<file path="src/rtl/als_regif_pkg.sv">
package als_regif_pkg;
  localparam int ADDR_W = 5;
  typedef logic [ADDR_W-1:0] addr_t;

  typedef enum logic [1:0] {
    MODE_SINGLE  = 2'b00,
    MODE_AUTO    = 2'b01,
    MODE_RSVD    = 2'b10,
    MODE_SPECIAL = 2'b11
  } mode_e;

  typedef struct packed {
    logic  is_cmd;
    mode_e mode;
    addr_t field;
  } cmd_t;

  localparam addr_t A_ENABLE = 5'h00;
  localparam addr_t A_ITIME  = 5'h01;
  localparam addr_t A_WTIME  = 5'h03;
  localparam addr_t A_THLO_L = 5'h04;
  localparam addr_t A_THLO_H = 5'h05;
  localparam addr_t A_THHI_L = 5'h06;
  localparam addr_t A_THHI_H = 5'h07;
  localparam addr_t A_PERS   = 5'h0C;
  localparam addr_t A_CFG    = 5'h0D;
  localparam addr_t A_CTRL   = 5'h0F;
  localparam addr_t A_ID     = 5'h12;
  localparam addr_t A_STAT   = 5'h13;
  localparam addr_t A_RES    = 5'h14;

  localparam addr_t SF_INT_CLR = 5'h06;
endpackage

</file>
<file path="src/rtl/als_cmd_decode.sv">
module als_cmd_decode
  import als_regif_pkg::*;
(
  input  logic [7:0] byte_i,
  output cmd_t       cmd_o
);
  always_comb begin
    cmd_o.is_cmd = byte_i[7];
    cmd_o.mode   = mode_e'(byte_i[6:5]);
    cmd_o.field  = byte_i[ADDR_W-1:0];
  end
endmodule

</file>
<file path="src/rtl/als_ptr_ctrl.sv">
module als_ptr_ctrl
  import als_regif_pkg::*;
(
  input  logic  clk_i,
  input  logic  rst_ni,
  input  logic  start_i,
  input  logic  wr_en_i,
  input  logic  rd_en_i,
  input  cmd_t  cmd_i,
  output addr_t ptr_o,
  output logic  data_wr_o,
  output logic  data_rd_o,
  output logic  int_clr_o
);
  logic  expect_q, auto_q;
  addr_t ptr_q;
  logic  cmd_byte, cmd_ok, is_sf, load, step;

  assign cmd_byte  = wr_en_i & expect_q;
  assign cmd_ok    = cmd_byte & cmd_i.is_cmd;
  assign is_sf     = (cmd_i.mode == MODE_SPECIAL);
  assign load      = cmd_ok & ~is_sf;
  assign data_wr_o = wr_en_i & ~expect_q;
  assign data_rd_o = rd_en_i & ~wr_en_i;   // write wins a shared cycle
  assign int_clr_o = cmd_ok & is_sf & (cmd_i.field == SF_INT_CLR);
  assign step      = auto_q & (data_wr_o | data_rd_o);
  assign ptr_o     = ptr_q;

  always_ff @(posedge clk_i or negedge rst_ni) begin
    if (!rst_ni) begin
      expect_q <= 1'b1;
      auto_q   <= 1'b0;
      ptr_q    <= '0;
    end else begin
      if (start_i)     expect_q <= 1'b1;
      else if (cmd_ok) expect_q <= 1'b0;
      if (load) begin
        ptr_q  <= cmd_i.field;
        auto_q <= (cmd_i.mode == MODE_AUTO);
      end else if (step) begin
        ptr_q <= ptr_q + 1'b1;
      end
    end
  end


  nocmd_ignore_chk: assert property (@(posedge clk_i) disable iff (!rst_ni)
    (cmd_byte && !cmd_i.is_cmd && !start_i) |=> (expect_q && ptr_q == $past(ptr_q)));

  single_hold_chk: assert property (@(posedge clk_i) disable iff (!rst_ni)
    (!auto_q && !load) |=> $stable(ptr_q));

  auto_inc_chk: assert property (@(posedge clk_i) disable iff (!rst_ni)
    (auto_q && (data_rd_o || data_wr_o)) |=> (ptr_q == addr_t'($past(ptr_q) + 1'b1)));

  sf_ptr_chk: assert property (@(posedge clk_i) disable iff (!rst_ni)
    (cmd_ok && is_sf) |=> $stable(ptr_q));
endmodule

</file>
<file path="src/rtl/als_reg_file.sv">
module als_reg_file
  import als_regif_pkg::*;
#(
  parameter int         NUM_CH    = 4,
  parameter logic [7:0] ID_VALUE  = 8'h44,
  parameter logic [7:0] ITIME_RST = 8'hFF,
  parameter logic [7:0] WTIME_RST = 8'hFF
) (
  input  logic                   clk_i,
  input  logic                   rst_ni,
  input  addr_t                  ptr_i,
  input  logic                   wr_i,
  input  logic [7:0]             wdata_i,
  input  logic                   rd_i,
  input  logic                   int_clr_i,
  input  logic                   int_set_i,
  input  logic                   meas_valid_i,
  input  logic [NUM_CH*16-1:0]   meas_data_i,
  output logic [7:0]             rd_data_o,
  output logic [7:0]             enable_o,
  output logic [7:0]             itime_o,
  output logic [7:0]             wtime_o,
  output logic [15:0]            thlo_o,
  output logic [15:0]            thhi_o,
  output logic [7:0]             pers_o,
  output logic [7:0]             cfg_o,
  output logic [5:0]             gain_o,
  output logic                   int_flag_o
);
  localparam int RES_W = 16;

  logic [7:0]       enable_q, itime_q, wtime_q, pers_q, cfg_q, ctrl_q;
  logic [15:0]      thlo_q, thhi_q;
  logic             flag_q, valid_q;
  logic [RES_W-1:0] res_q [NUM_CH];
  logic [7:0]       sh_q  [NUM_CH];
  logic [NUM_CH-1:0] lo_hit, hi_hit;
  logic             wr_hit;

  for (genvar g = 0; g < NUM_CH; g++) begin : g_res_addr
    localparam addr_t LO = A_RES + addr_t'(2 * g);
    assign lo_hit[g] = (ptr_i == LO);
    assign hi_hit[g] = (ptr_i == LO + addr_t'(1));
  end

  assign wr_hit = ptr_i inside {A_ENABLE, A_ITIME, A_WTIME, A_THLO_L, A_THLO_H,
                                A_THHI_L, A_THHI_H, A_PERS, A_CFG, A_CTRL};

  always_ff @(posedge clk_i or negedge rst_ni) begin
    if (!rst_ni) begin
      enable_q <= '0;
      itime_q  <= ITIME_RST;
      wtime_q  <= WTIME_RST;
      thlo_q   <= '0;
      thhi_q   <= '0;
      pers_q   <= '0;
      cfg_q    <= '0;
      ctrl_q   <= '0;
    end else if (wr_i) begin
      case (ptr_i)
        A_ENABLE: enable_q       <= wdata_i;
        A_ITIME:  itime_q        <= wdata_i;
        A_WTIME:  wtime_q        <= wdata_i;
        A_THLO_L: thlo_q[7:0]    <= wdata_i;
        A_THLO_H: thlo_q[15:8]   <= wdata_i;
        A_THHI_L: thhi_q[7:0]    <= wdata_i;
        A_THHI_H: thhi_q[15:8]   <= wdata_i;
        A_PERS:   pers_q         <= wdata_i;
        A_CFG:    cfg_q          <= wdata_i;
        A_CTRL:   ctrl_q         <= wdata_i;
        default:  ;
      endcase
    end
  end

  always_ff @(posedge clk_i or negedge rst_ni) begin
    if (!rst_ni) begin
      for (int i = 0; i < NUM_CH; i++) begin
        res_q[i] <= '0;
        sh_q[i]  <= '0;
      end
      valid_q <= 1'b0;
    end else begin
      for (int i = 0; i < NUM_CH; i++) begin
        if (rd_i && lo_hit[i]) sh_q[i] <= res_q[i][15:8];
        if (meas_valid_i) res_q[i] <= meas_data_i[i*RES_W +: RES_W];
      end
      if (meas_valid_i) valid_q <= 1'b1;
    end
  end

  always_ff @(posedge clk_i or negedge rst_ni) begin
    if (!rst_ni)        flag_q <= 1'b0;
    else if (int_set_i) flag_q <= 1'b1;
    else if (int_clr_i) flag_q <= 1'b0;
  end

  always_comb begin
    rd_data_o = '0;
    case (ptr_i)
      A_ENABLE: rd_data_o = enable_q;
      A_ITIME:  rd_data_o = itime_q;
      A_WTIME:  rd_data_o = wtime_q;
      A_THLO_L: rd_data_o = thlo_q[7:0];
      A_THLO_H: rd_data_o = thlo_q[15:8];
      A_THHI_L: rd_data_o = thhi_q[7:0];
      A_THHI_H: rd_data_o = thhi_q[15:8];
      A_PERS:   rd_data_o = pers_q;
      A_CFG:    rd_data_o = cfg_q;
      A_CTRL:   rd_data_o = ctrl_q;
      A_ID:     rd_data_o = ID_VALUE;
      A_STAT:   rd_data_o = {3'b000, flag_q, 3'b000, valid_q};
      default:  ;
    endcase
    for (int i = 0; i < NUM_CH; i++) begin
      if (lo_hit[i]) rd_data_o = res_q[i][7:0];
      if (hi_hit[i]) rd_data_o = sh_q[i];
    end
  end

  always_comb begin
    case (ctrl_q[1:0])
      2'd0:    gain_o = 6'd1;
      2'd1:    gain_o = 6'd4;
      2'd2:    gain_o = 6'd16;
      default: gain_o = 6'd60;
    endcase
  end

  assign enable_o   = enable_q;
  assign itime_o    = itime_q;
  assign wtime_o    = wtime_q;
  assign thlo_o     = thlo_q;
  assign thhi_o     = thhi_q;
  assign pers_o     = pers_q;
  assign cfg_o      = cfg_q;
  assign int_flag_o = flag_q;


  int_clr_chk: assert property (@(posedge clk_i) disable iff (!rst_ni)
    (int_clr_i && !int_set_i) |=> !flag_q);

  int_set_chk: assert property (@(posedge clk_i) disable iff (!rst_ni)
    int_set_i |=> flag_q);

  unmapped_wr_chk: assert property (@(posedge clk_i) disable iff (!rst_ni)
    (wr_i && !wr_hit) |=> ($stable(enable_q) && $stable(itime_q) && $stable(wtime_q) &&
                           $stable(thlo_q) && $stable(thhi_q) && $stable(pers_q) &&
                           $stable(cfg_q) && $stable(ctrl_q)));

  shadow_cap_chk: assert property (@(posedge clk_i) disable iff (!rst_ni)
    (rd_i && lo_hit[0]) |=> (sh_q[0] == $past(res_q[0][15:8])));
endmodule

</file>
<file path="src/rtl/als_cmd_regif.sv">
module als_cmd_regif
  import als_regif_pkg::*;
#(
  parameter int         NUM_CH    = 4,
  parameter logic [7:0] ID_VALUE  = 8'h44,
  parameter logic [7:0] ITIME_RST = 8'hFF,
  parameter logic [7:0] WTIME_RST = 8'hFF
) (
  input  logic                 clk_i,
  input  logic                 rst_ni,
  input  logic                 xfer_start_i,
  input  logic                 wr_en_i,
  input  logic [7:0]           wr_data_i,
  input  logic                 rd_en_i,
  output logic [7:0]           rd_data_o,
  input  logic                 meas_valid_i,
  input  logic [NUM_CH*16-1:0] meas_data_i,
  input  logic                 int_set_i,
  output logic [7:0]           enable_o,
  output logic [7:0]           int_time_o,
  output logic [7:0]           wait_time_o,
  output logic [15:0]          thr_lo_o,
  output logic [15:0]          thr_hi_o,
  output logic [7:0]           persist_o,
  output logic [7:0]           config_o,
  output logic [5:0]           gain_o,
  output logic                 int_flag_o
);
  cmd_t  cmd;
  addr_t ptr;
  logic  data_wr, data_rd, int_clr;

  als_cmd_decode u_dec (
    .byte_i (wr_data_i),
    .cmd_o  (cmd)
  );

  als_ptr_ctrl u_ptr (
    .clk_i     (clk_i),
    .rst_ni    (rst_ni),
    .start_i   (xfer_start_i),
    .wr_en_i   (wr_en_i),
    .rd_en_i   (rd_en_i),
    .cmd_i     (cmd),
    .ptr_o     (ptr),
    .data_wr_o (data_wr),
    .data_rd_o (data_rd),
    .int_clr_o (int_clr)
  );

  als_reg_file #(
    .NUM_CH    (NUM_CH),
    .ID_VALUE  (ID_VALUE),
    .ITIME_RST (ITIME_RST),
    .WTIME_RST (WTIME_RST)
  ) u_regs (
    .clk_i        (clk_i),
    .rst_ni       (rst_ni),
    .ptr_i        (ptr),
    .wr_i         (data_wr),
    .wdata_i      (wr_data_i),
    .rd_i         (data_rd),
    .int_clr_i    (int_clr),
    .int_set_i    (int_set_i),
    .meas_valid_i (meas_valid_i),
    .meas_data_i  (meas_data_i),
    .rd_data_o    (rd_data_o),
    .enable_o     (enable_o),
    .itime_o      (int_time_o),
    .wtime_o      (wait_time_o),
    .thlo_o       (thr_lo_o),
    .thhi_o       (thr_hi_o),
    .pers_o       (persist_o),
    .cfg_o        (config_o),
    .gain_o       (gain_o),
    .int_flag_o   (int_flag_o)
  );
endmodule

</file>
<file path="config.mk">
export PLATFORM = sky130hd
export DESIGN_NAME = als_cmd_regif
export DESIGN_NICKNAME = d
export VERILOG_FILES = /design/src/rtl/als_regif_pkg.sv /design/src/rtl/als_cmd_decode.sv /design/src/rtl/als_ptr_ctrl.sv /design/src/rtl/als_reg_file.sv /design/src/rtl/als_cmd_regif.sv
export SDC_FILE = /design/constraint.sdc
export NUM_CORES = 1
export LEC_CHECK = 0
export ABC_AREA = 0
export BUFFER_PORTS_ARGS = -buffer_cell sky130_fd_sc_hd__buf_4
export CAP_MARGIN = 20
export CORE_MARGIN = 4
export CORE_UTILIZATION = 55
export CTS_CLUSTER_SIZE = 12
export DETAILED_ROUTE_END_ITERATION = 8
export GPL_ROUTABILITY_DRIVEN = 0
export PLACE_DENSITY = 0.89
export SYNTH_ARGS = -nofsm -noshare
export SYNTH_HDL_FRONTEND = slang
export SYNTH_SLANG_ARGS = --single-unit
</file>
<file path="constraint.sdc">
create_clock -name clk_i -period 6.5 [get_ports clk_i]
set_clock_uncertainty 0.1 [all_clocks]
set_input_delay 0.975 -clock clk_i [delete_from_list [all_inputs] [get_ports clk_i]]
set_output_delay 0.975 -clock clk_i [all_outputs]
set_load 0.03 [all_outputs]
</file>
==> impl_metrics.ini, run 1 <==
[outcome]
status = complete, no violations

[routing]
drt_iter0_drc = 882
first_pass_iters = 6
antenna_left = 0
vias_per_cell = 6.34
routed_wl_um = 25400
num_vias = 6837
wl_per_cell_um = 23.6
drc = 0

[clock_tree]
cts_sinks = 185
post_cts_resized = 0
post_cts_buffers = 0
cts_tree = yes
clkLatencyLatePin_ns = 0.43
clk_pin_slew_ns = 0.07
cts-root-buf = clkbuf_16
cts_made_buffers = 17
htreeDepth = 4
clk_path_buf_depth = 2
hold_buffers = 0

[global_routing]
gr-total-overflow = 0
grt_pass1_wl_um = 37900
grt_usage_pct = 27.5
grt_pass1_vias = 6781
antenna_found_initial = 0
grt_max_degree = 79

[floorplan]
dieHeight_um = 136
initial_core_util_pct = 56.2
core_region_area_um2 = 15900
die_x_um = 136
num_rows = 46
die-area_um2 = 18400
io_pins = 166

[synthesis]
syn_inst = 714
yosysWarnings = 0
ys_seq_area_share_pct = 51.9
synth_edf_count = 0
synth_area_um2 = 8970
synthFlopType = dfrtp_1
async_reset_ff_share_pct = 100
yosys_register_bits = 185
avgSynthCellArea_um2 = 12.6
yosysUniqueCellTypes = 73
syn_nets = 798

[worst_setup_path]
slowest_delay_ns = 0.64
r2r_start = u_ptr.ptr_o[0]
critical_path.cell_chain = inv_1 > ha_1 > and4b_1 > a221oi_1 > and3_1 > o31ai_1 > buf_4
endpoint_kind = output pin
slowest_stage = ha_1
cp.arrival_ns = 3.22
startpoint = u_ptr.ptr_o[0]
path_buf_inv = 2
cp_top_family = simple AND/OR/NAND/NOR gates
cp-start-kind = flop
critPathRequiredTime_ns = 5.42
crit_fanout = 19
criticalPathCategory = flop to output pin

[pwr]
p_sw_share_pct = 37.3
pwr_density_cell_nw_per_um2 = 390
power.switching_w = 0.00157
p_leak_nw = 5.03
ir_drop_v = 0.000311
power.clock.fraction_pct = 23.9
comb_power_share_pct = 35.3
power_frac_seq_pct = 40.8
power.internal_w = 0.00265

[sta]
worstMarginPinSlew_ns = 0.930
finalSetupTns_ns = 0
finalSetupViolCount = 0
finalHoldViolations = 0
finalCritPeriodShare_pct = 66.1
drv_slew = 0
rsz0062_at_grt = no
holdWs_ns = 0.320
max_freq_mhz = 233
period_needed_ns = 4.30
relSlewSlack_pct = 38.0

[placement]
dp.cells = 1046
place_hpwl_um = 17900
portBuffers = 164

[finish]
drive_above_1_share_pct = 47.8
fin_cells = 1078
syn2layout_area_growth_pct = 20.7
layout_common_cells = mux2_2, buf_4, dfrtp_1, nand2_1, nor2_1
final_common_cell = mux2_2
diodes = 0
fin_nets = 933

[min_path]
hold_path.class = input port to async pin

[run]
drv_cap = 0
==> metrics by stage <==
stage                     util [%]  total power, W  instance area, µm²  setup slack [ns]
final                         67.9         0.00422               10800              2.20
after detailed placement      64.2         0.00319               10200              2.74
after floorplan                  -         0.00264                8970              2.56
after global routing          67.9         0.00438               10800              2.09
after CTS                     67.9         0.00420               10800              2.29
after global placement        64.1         0.00313               10200              2.69
==> routing by layer <==
layer  GRT usage, %  part of all wire (%)  up-vias
li1               -                     -     2916
met1           36.0                    40     3414
met2           43.2                    46      426
met3           8.47                    10       81
met4           10.8                   3.4        0
met5              0                     0        -
==> synthesized netlist by cell type (8+ instances only) <==
cell      number  area, µm²
and4b_1        8       80.1
dfrtp_1      168       4200
nand2_1       29        109
dfstp_2       17        447
a21oi_1       13       65.1
o21ai_0       21        105
clkbuf_1      20       75.1
nor3_1         9       45.0
inv_1         12       45.0
a22oi_1       17        128
nor2b_1        9       56.3
nand3_1       14       70.1
nor2_1        24       90.1
buf_2         16       80.1
mux2_2       177       1990
==> worst reg2reg max path: stages, from the launching register on <==
cell and delay [ns]:
dfrtp_1 0.46, inv_1 0.12, ha_1 0.64, and4bb_2 0.45, nand2_1 0.39, mux2_2 0.45
==> power groups by stage <==
| stage | registers [W] | clock network (W) | logic, W |
|---|---|---|---|
| 6_report | 0.00172 | 0.00101 | 0.00149 |
| 5_1_grt | 0.00174 | 0.00107 | 0.00157 |
| 4_1_cts | 0.00171 | 0.00102 | 0.00148 |
| 3_5_place_dp | 0.00172 | 0 | 0.00147 |
| 3_3_place_gp | 0.00173 | 0 | 0.00140 |
| 2_1_floorplan | 0.00188 | 0 | 0.000759 |
==> final timing paths <==
path	cells after the start	to	slack, ns
hold / removal	1	u_regs.res_q[54]	0.32
setup / recovery	7	rd_data_o[6]	2.20
setup reg to reg	5	u_regs.thlo_o[6]	3.79
hold reg to reg	1	u_regs.valid_q	0.38
min in group clk_i	1	u_regs.valid_q	0.38
max in group asynchronous	2	u_regs.cfg_o[3]	4.75
==> final cells by class <==
class                           instances  area [µm²]
Clock buffer                           23         488
Clock inverter                          9        91.3
Fill cell                            1122        5120
Inverter                               12        45.0
Multi-Input combinational cell        463        3980
Sequential cell                       185        4650
Tap cell                              216         270
Timing Repair Buffer                  170        1300
==> state kept, by name, summed over array words and instances (netlist names), 5 cells and up <==
register / cells
u_regs.wtime_o: 8
u_regs.itime_o: 8
u_regs.res_q: 64
u_regs.enable_o: 8
u_regs.thhi_o: 16
u_regs.thlo_o: 16
u_regs.pers_o: 8
u_ptr.ptr_o: 5
u_regs.cfg_o: 8
u_regs.ctrl_q: 8
u_regs.sh_q: 32
==> cells by family after synthesis <==
| group | share of synthesized area [%] |
|---|---|
| AO/OA/AOI/OAI | 9.64 |
| XOR/XNOR | 0.0977 |
| adder cells (fa/ha/maj) | 0.698 |
| buffers and inverters | 3.78 |
| flip-flops | 51.9 |
| multiplexers | 23.3 |
| other | 0.0418 |
| AND/OR/NAND/NOR | 10.5 |
Power figures use the tool's default switching activity.
==> inputs of run 2 (changes only) <==
- clock period: 6.5 -> 4.1 ns (I/O delays scaled with it)
==> run 2 against run 1 <==
- die area unchanged
- global-route usage increased by 0.24 points
- core utilization about the same
- clock power increased by 58%
- cell count increased by 0.19%
- cell area about the same
- clock-buffer cell count decreased by 3
- first-iteration DRC count increased by 12%
- critical path type unchanged
- largest cell class unchanged
==> impl_metrics.ini, run 2 (same netlist as run 1, synthesis figures left out) <==
[global_routing]
grt_pass1_wl_um = 38800
antenna_found_initial = 0
gr-total-overflow = 0
grt_usage_pct = 27.8
grt_max_degree = 83
grt_pass1_vias = 6830

[clock_tree]
clk_path_buf_depth = 2
htreeDepth = 4
post_cts_buffers = 0
post_cts_resized = 0
cts_tree = yes
cts_made_buffers = 17
cts-root-buf = clkbuf_16
clkLatencyLatePin_ns = 0.43
hold_buffers = 0
cts_sinks = 185
clk_pin_slew_ns = 0.07

[finish]
syn2layout_area_growth_pct = 20.7
diodes = 0
fin_nets = 935
final_area_um2 = 10800
top_regs = u_regs.res_q: 64 flops, u_regs.sh_q: 32 flops
fill_cells = 1133
final_util_pct = 67.9
layout_common_cells = mux2_2, buf_4, dfrtp_1, nand2_1, nor2_1
final_common_cell = mux2_2
largest_reg_flops = 64
top_register = u_regs.res_q
drive_above_1_share_pct = 48.0

[sta]
finalHoldViolations = 0
rsz0062_at_grt = no
period_needed_ns = 3.92
finalWorstSetupSlack_ns = 0.178
drv_slew = 0
holdWs_ns = 0.114
relSlewSlack_pct = 44.2
finalSetupViolCount = 0
max_freq_mhz = 255
worstMarginPinSlew_ns = 0.835
finalCritPeriodShare_pct = 95.7
finalSetupTns_ns = 0

[placement]
portBuffers = 164
pre_cts_ws_ns = 0.694
dpl_cell_area_um2 = 10200
place_hpwl_um = 17900

[routing]
num_vias = 6855
drt_iter0_drc = 991
antenna_left = 0
drc = 0
first_pass_iters = 7
vias_per_cell = 6.35
wl_per_cell_um = 23.4
routed_wl_um = 25200

[floorplan]
die_x_um = 136
core_region_area_um2 = 15900
dieHeight_um = 136
die-area_um2 = 18400
io_pins = 166
initial_core_util_pct = 56.2
num_rows = 46

[worst_setup_path]
criticalPathCategory = flop to output pin
critPathRequiredTime_ns = 3.38
reg2reg_to = u_regs.itime_o[0]
crit_fanout = 21
rrSetupSlack_ns = 1.30
cp.arrival_ns = 3.21
r2r_start = u_ptr.ptr_o[1]
reg2reg_depth = 5
cp-start-kind = flop
endpoint_kind = output pin

[pwr]
pwr_density_cell_nw_per_um2 = 615
ir_drop_v = 0.000456
p_leak_nw = 5.05

[run]
drv_cap = 0

[outcome]
status = complete, no violations

[min_path]
hold_path.class = input port to async pin
-- run 2: worst max-delay path by stage --
stage	from	to
after detailed placement	u_ptr.ptr_o[1]	rd_data_o[6]
final	u_ptr.ptr_o[1]	rd_data_o[6]
after floorplan	u_ptr.ptr_o[3]	rd_data_o[3]
after global placement	u_ptr.ptr_o[1]	rd_data_o[6]
after global routing	u_ptr.ptr_o[1]	rd_data_o[3]
after CTS	u_ptr.ptr_o[1]	rd_data_o[6]
-- run 2: worst max-delay path, cell delays in order, from the launching register on --
cell	delay [ns]
dfrtp_1	0.42
inv_1	0.11
ha_1	0.59
nor2b_1	0.48
a32o_1	0.25
a221oi_1	0.05
and3_1	0.21
o31ai_1	0.42
buf_4	0.24
-- run 2: where the power goes --
group	switching [W]	internal, W	leakage [nW]
clock network	0.000724	0.000876	0.277
logic	0.00130	0.000986	2.45
registers	0.000473	0.00230	2.32
-- run 2: final cells by class --
| cell class | count | area [µm²] | area share (%) |
|---|---|---|---|
| Clock buffer | 20 | 457 | 4.22 |
| Inverter | 12 | 45.0 | 0.416 |
| Tap cell | 216 | 270 | 2.50 |
| Multi-Input combinational cell | 463 | 3980 | 36.7 |
| Sequential cell | 185 | 4650 | 43.0 |
| Clock inverter | 12 | 116 | 1.08 |
| Timing Repair Buffer | 172 | 1310 | 12.1 |
-- run 2: layer usage --
| layer | GRT usage [%] | vias up | wire (µm) |
|---|---|---|---|
| met1 | 37.3 | 3387 | 9840 |
| li1 | - | 2938 | - |
| met2 | 44.2 | 465 | 12000 |
| met3 | 7.69 | 65 | 2730 |
| met4 | 8.85 | 0 | 699 |
| met5 | 0 | - | 0 |
-- run 2: through the flow --
stage          power, W  cells
3_5_place_dp    0.00503   1048
3_3_place_gp    0.00497   1048
5_1_grt         0.00693   1080
2_1_floorplan   0.00418    714
4_1_cts         0.00664   1080
6_report        0.00666   1080
